File: src/rtl/gpio_fn_pkg.sv
`timescale 1ns/1ps
package gpio_fn_pkg;

  localparam int unsigned NUM_PINS  = 8;
  localparam int unsigned MODE_W    = 3;
  localparam int unsigned CSEL_BITS = 4;

  typedef enum logic [MODE_W-1:0] {
    PM_OE_IN   = 3'd0,
    PM_CSEL_IN = 3'd1,
    PM_GP_IN   = 3'd2,
    PM_RSV3    = 3'd3,
    PM_STAT    = 3'd4,
    PM_GP_OUT  = 3'd5,
    PM_RSV6    = 3'd6,
    PM_RSV7    = 3'd7
  } pin_mode_e;

  // pin index that feeds clock-select slot k; slot order {b[1],b[0],a[1],a[0]}
  function automatic int unsigned slot_pin(int unsigned k);
    case (k)
      0:       return 2;
      1:       return 6;
      2:       return 3;
      default: return 7;
    endcase
  endfunction

  function automatic logic pin_has_csel(int unsigned p);
    return (p == 2) || (p == 3) || (p == 6) || (p == 7);
  endfunction

  // effective mode after validity, reserved codes and pin capability
  function automatic pin_mode_e resolve_mode(logic [MODE_W-1:0] raw,
                                             logic has_csel, logic cfg_ok);
    pin_mode_e m;
    if (!cfg_ok) return PM_OE_IN;
    m = pin_mode_e'(raw);
    case (m)
      PM_OE_IN, PM_GP_IN, PM_STAT, PM_GP_OUT: return m;
      PM_CSEL_IN: return has_csel ? PM_CSEL_IN : PM_OE_IN;
      default:    return PM_OE_IN;
    endcase
  endfunction

  // live status lines arranged by pin, index 7 down to 0
  function automatic logic [NUM_PINS-1:0] status_route(logic [3:0] los,
                                                       logic [1:0] hold,
                                                       logic [1:0] lol);
    return {los[3], los[2], los[1], hold[1], lol[1], los[0], hold[0], lol[0]};
  endfunction

endpackage

File: src/rtl/gpio_sync_chain.sv
`timescale 1ns/1ps
module gpio_sync_chain #(
  parameter int unsigned WIDTH  = 8,
  parameter int unsigned STAGES = 2
) (
  input  logic             clk,
  input  logic             rst_n,
  input  logic [WIDTH-1:0] d,
  output logic [WIDTH-1:0] q
);

  logic [WIDTH-1:0] stage_q [STAGES];
  logic             warm_q;

  always_ff @(posedge clk or negedge rst_n) begin
    if (!rst_n) begin
      for (int i = 0; i < STAGES; i++) stage_q[i] <= '0;
      warm_q <= 1'b0;
    end else begin
      stage_q[0] <= d;
      for (int i = 1; i < STAGES; i++) stage_q[i] <= stage_q[i-1];
      warm_q <= 1'b1;
    end
  end

  assign q = stage_q[STAGES-1];


  sync_shift_chk: assert property (@(posedge clk) disable iff (!rst_n)
    warm_q |-> (q == $past(stage_q[STAGES-2])));

endmodule

File: src/rtl/gpio_pin_cell.sv
`timescale 1ns/1ps
module gpio_pin_cell
  import gpio_fn_pkg::*;
#(
  parameter bit HAS_CSEL = 1'b0
) (
  input  logic [MODE_W-1:0] raw_mode,
  input  logic              cfg_ok,
  input  logic              sync_in,
  input  logic              stat_in,
  input  logic              gpo_in,
  output logic              pad_out,
  output logic              pad_drv,
  output logic              oe_bit,
  output logic              csel_bit,
  output logic              gpi_bit
);

  pin_mode_e mode_eff;
  assign mode_eff = resolve_mode(raw_mode, HAS_CSEL, cfg_ok);

  always_comb begin
    pad_out  = 1'b0;
    pad_drv  = 1'b0;
    oe_bit   = 1'b1;
    csel_bit = 1'b0;
    gpi_bit  = 1'b0;
    case (mode_eff)
      PM_CSEL_IN: csel_bit = sync_in;
      PM_GP_IN:   gpi_bit  = sync_in;
      PM_STAT: begin
        pad_drv = 1'b1;
        pad_out = stat_in;
      end
      PM_GP_OUT: begin
        pad_drv = 1'b1;
        pad_out = gpo_in;
      end
      default:    oe_bit = sync_in;
    endcase
  end

endmodule

File: src/rtl/gpio_fn_mux.sv
`timescale 1ns/1ps
module gpio_fn_mux
  import gpio_fn_pkg::*;
#(
  parameter int unsigned SYNC_STAGES = 2
) (
  input  logic                       clk,
  input  logic                       rst_n,
  input  logic                       cfg_loaded,
  input  logic [NUM_PINS*MODE_W-1:0] pin_mode_cfg,
  input  logic [NUM_PINS-1:0]        gp_out_val,
  input  logic [3:0]                 los_i,
  input  logic [1:0]                 holdover_i,
  input  logic [1:0]                 lol_i,
  input  logic [NUM_PINS-1:0]        pad_i,
  output logic [NUM_PINS-1:0]        pad_o,
  output logic [NUM_PINS-1:0]        pad_en,
  output logic [NUM_PINS-1:0]        clk_out_en,
  output logic [1:0]                 ref_sel_a,
  output logic [1:0]                 ref_sel_b,
  output logic [NUM_PINS-1:0]        gp_in_q
);

  localparam int unsigned HALF_SEL = CSEL_BITS / 2;

  logic                 cfg_ok;
  logic [NUM_PINS-1:0]  pad_sync;
  logic [NUM_PINS-1:0]  stat_by_pin;
  logic [NUM_PINS-1:0]  csel_w;
  logic [CSEL_BITS-1:0] csel_vec;

  // reset forces the unconfigured behaviour
  assign cfg_ok      = cfg_loaded & rst_n;
  assign stat_by_pin = status_route(los_i, holdover_i, lol_i);

  gpio_sync_chain #(.WIDTH(NUM_PINS), .STAGES(SYNC_STAGES)) u_sync (
    .clk  (clk),
    .rst_n(rst_n),
    .d    (pad_i),
    .q    (pad_sync)
  );

  for (genvar p = 0; p < NUM_PINS; p++) begin : g_pin
    gpio_pin_cell #(.HAS_CSEL(pin_has_csel(p))) u_cell (
      .raw_mode(pin_mode_cfg[p*MODE_W +: MODE_W]),
      .cfg_ok  (cfg_ok),
      .sync_in (pad_sync[p]),
      .stat_in (stat_by_pin[p]),
      .gpo_in  (gp_out_val[p]),
      .pad_out (pad_o[p]),
      .pad_drv (pad_en[p]),
      .oe_bit  (clk_out_en[p]),
      .csel_bit(csel_w[p]),
      .gpi_bit (gp_in_q[p])
    );


    oe_idle_high_chk: assert property (@(posedge clk) disable iff (!rst_n)
      pad_en[p] |-> clk_out_en[p]);


    pad_quiet_chk: assert property (@(posedge clk) disable iff (!rst_n)
      !pad_en[p] |-> !pad_o[p]);

    if (!pin_has_csel(p)) begin : g_nocsel

      nocsel_pin_idle_chk: assert property (@(posedge clk) disable iff (!rst_n)
        !csel_w[p]);
    end
  end

  for (genvar k = 0; k < CSEL_BITS; k++) begin : g_csel
    assign csel_vec[k] = csel_w[slot_pin(k)];


    csel_input_only_chk: assert property (@(posedge clk) disable iff (!rst_n)
      csel_vec[k] |-> !pad_en[slot_pin(k)]);
  end

  assign ref_sel_a = csel_vec[HALF_SEL-1:0];
  assign ref_sel_b = csel_vec[CSEL_BITS-1:HALF_SEL];


  cfg_default_chk: assert property (@(posedge clk) disable iff (!rst_n)
    !cfg_loaded |-> (pad_en == '0 && csel_vec == '0 && gp_in_q == '0));

endmodule

File: config.mk
export PLATFORM = sky130hd
export DESIGN_NAME = gpio_fn_mux
export DESIGN_NICKNAME = d
export VERILOG_FILES = /design/src/rtl/gpio_fn_pkg.sv /design/src/rtl/gpio_sync_chain.sv /design/src/rtl/gpio_pin_cell.sv /design/src/rtl/gpio_fn_mux.sv
export SDC_FILE = /design/constraint.sdc
export NUM_CORES = 1
export LEC_CHECK = 0
export BUFFER_PORTS_ARGS = -buffer_cell sky130_fd_sc_hd__buf_2
export CORE_MARGIN = 1
export CORE_UTILIZATION = 40
export CTS_BUF_LIST = sky130_fd_sc_hd__clkbuf_8
export CTS_CLUSTER_SIZE = 40
export DETAILED_ROUTE_END_ITERATION = 16
export GPL_TIMING_DRIVEN = 0
export HOLD_SLACK_MARGIN = 0.1
export PLACE_DENSITY_LB_ADDON = 0.05
export REMOVE_ABC_BUFFERS = 1
export SYNTH_ARGS = -nofsm -noshare
export SYNTH_HDL_FRONTEND = slang
export SYNTH_SLANG_ARGS = --single-unit
File: constraint.sdc
create_clock -name clk -period 2.3 [get_ports clk]
set_input_delay 0.115 -clock clk [delete_from_list [all_inputs] [get_ports clk]]
set_output_delay 0.115 -clock clk [all_outputs]
set_load 0.05 [all_outputs]
==> flow_summary_export.csv <==
group,metric,value,unit
placement,port_buffers,86,
routing,drt_iter0_drc,40,
synth,synth_warnings,0,
worst_setup_path,worstPathRequired,2.18,ns
pwr,p_seq_share,40.3,%
pwr,irDropWorstVdd,336,uV
clocking,clk_pin_slew,0.06,ns
worst_setup_path,worstReg2RegEnd,"u_sync.q[7]$_DFF_PN0_",
synth,synth_edf_count,0,
global_routing,track_usage,13.8,%
synth,ys_types,21,
sta,rsz0062_at_grt,"no",
pwr,power.internal,528,uW
status,violations,"DRC",
sta,setup_ws,0.284,ns
synth,syn-mean-instance-area,9.53,um2
global_routing,grt_max_degree,19,
sta,fmax,0.496,GHz
global_routing,grt_antenna_before_repair,0,
routing,drcViolationCount,4,
global_routing,grtUsageMet2,28.6,%
clocking,clock_path_buffers,2,
synth,synthArstFlopShare,100,%
placement,gp_congestion,0.610,
global_routing,grt_busiest_layer,"met2",
floorplan,io_pins,87,
worst_setup_path,rrSetupSlack,1.82,ns
sta,skew,0.00185,ns
floorplan,core-area,2830,um2
sta,worst_pin_slew,0.389,ns
sta,finalSetupViolCount,0,
sta,slew_viol_final,0,
synth,synthTopCellsByArea,"dfrtp_1, buf_4, mux2i_1",
pwr,pwr_density_cell,481,nW/um2
worst_setup_path,cp.arrival,1.90,ns
synth,ys.flop_type,"dfrtp_1",
finish,drive_gt1_share,51.9,%
floorplan,die-area,3270,um2
pwr,switchingPower,218,uW
clocking,cts_tree,"built",
floorplan,std_cell_rows,19,
clocking,clock_latency,0.24,ns
min_path,worstHoldPathType,"input port to asynchronous set/reset pin",
pwr,power.leakage,0.000863,uW
routing,vias,1048,
routing,vias_per_cell,4.76,
global_routing,overflow,0,
floorplan,die_w,57.2,um
routing,first_pass_iters,10,
global_routing,grt_util_met3,3.40,%
synth,synth_common_cells,"buf_4, dfrtp_1",
global_routing,grt_use_met1,14.1,%
run,drv_cap,0,
finish,area_growth,27.3,%
synth,synth-seq-area-share,32.8,%
worst_setup_path,path_max_fanout,18,
floorplan,die-height,57.2,um
worst_setup_path,critPathKind,"input port to output port",
floorplan,initial_utilization,43.1,%
sta,setup-tns-final,0,ns
pwr,power_switching_share,29.3,%
routing,postRouteWirelength,2290,um
global_routing,grt_pass1_wl,3570,um
worst_setup_path,reg2reg_from,"u_sync.stage_q[15]$_DFF_PN0_",
synth,synthCells,128,
synth,synth.ff_latch_count,16,
sta,relSlewSlack,74.1,%
clocking,cts.sinks,16,
pwr,p_comb_share,27.7,%
placement,dp_hpwl,1840,um
finish,insertedDiodeCount,0,
pwr,clkPwrFrac,32.1,%
worst_setup_path,crit_path_start_kind,"input port",
sta,fin_crit_sh,87.7,%
global_routing,grt_pass1_vias,946,
clocking,root_buffer,"clkbuf_8",
synth,yosys.area.top_type,"dfrtp_1",
worst_setup_path,endpoint_kind,"output port",
synth,synth_area,1220,um2
worst_setup_path,r2r_cells,0,
clocking,ctsHtreeMaxLevel,1,
clocking,cts_made_buffers,3,
synth,synth_top_area_share,32.8,%
status,status,"complete, but fails checks",
sta,min_period,2.02,ns
placement,place_ws,0.639,ns
sta,hold_viol,0,
finish,nets,241,
routing,wire_per_inst,10.4,um
routing,postRouteAntennaNets,0,
synth,synth.most_common_cell,"buf_4",
-- repair_timing --
action	in CTS	in global routing
endpoints found under the hold margin	24	0
hold buffers	9	0
setup endpoints to repair	0	6
setup buffers	0	0
resized for setup	0	1
-- flip-flops by register name, summed over array words and instances (netlist names) --
register,flops
u_sync.q,8
u_sync.stage_q,8
-- metal layers --
layer,vias up,share of wire [%]
li1,527,-
met1,481,39
met2,40,55
met3,0,6.1
met4,0,0
met5,-,0
-- worst max-delay path: stages --
cell and delay [ns]:
dlygate4sd3_1 0.52, buf_2 0.35, nand2_4 0.23, nor3b_2 0.26, nor2b_1 0.15, buf_2 0.26
-- through the flow --
stage / power (uW) / hold slack [ns] / util [%] / instances / cell area [um2]
detailed placement: 502 / 0.0571 / 49.6 / 207 / 1400
global route: 787 / 0.352 / 54.9 / 220 / 1550
CTS: 758 / 0.318 / 54.7 / 220 / 1550
floorplan: 418 / -0.181 / - / 90 / 933
finish: 747 / 0.328 / 54.9 / 220 / 1550
global placement: 497 / 0.0455 / 49.6 / 207 / 1400
-- layout make-up --
cell class / count / area [um2]
clock buffer: 4 / 55.1
fill: 288 / 1280
timing repair buffer: 95 / 520
multi-input combinational: 66 / 508
tap: 31 / 38.8
inverter: 8 / 30.0
sequential: 16 / 400
-- power groups by stage --
stage / combinational, uW / sequential, uW / clock [uW]
4_1_cts: 208 / 301 / 249
6_report: 207 / 301 / 239
3_3_place_gp: 191 / 306 / 0
3_5_place_dp: 196 / 306 / 0
2_1_floorplan: 113 / 304 / 0
5_1_grt: 224 / 302 / 261
-- cells in the final DEF (no fill, tap or decap), types with 8 or more instances in the layout --
cell,count
buf_2,86
dfrtp_1,16
dlygate4sd3_1,9
inv_1,8
and3_1,8
mux2i_1,8
nor2b_1,8
-- how the worst max path moves through the flow --
stage | startpoint | end | slack, ns | cells after the start
after global routing | rst_n | gp_in_q[6] | 0.09 | 5
after detailed placement | rst_n | pad_o[3] | 0.64 | 5
after floorplan | u_sync.q[6]$_DFF_PN0_ | gp_in_q[6] | 0.17 | 2
after global placement | rst_n | pad_o[7] | 0.72 | 5
after CTS | rst_n | pad_o[3] | 0.11 | 6
final | rst_n | pad_o[3] | 0.28 | 6
-- cells by family after synthesis --
kind of cell    after synthesis  synth area share [%]
simple gates                 42                  26.1
compound gates               16                  8.62
buf+inv                      46                  25.9
mux                           8                  6.56
flops                        16                  32.8
Power figures use the tool's default switching activity.
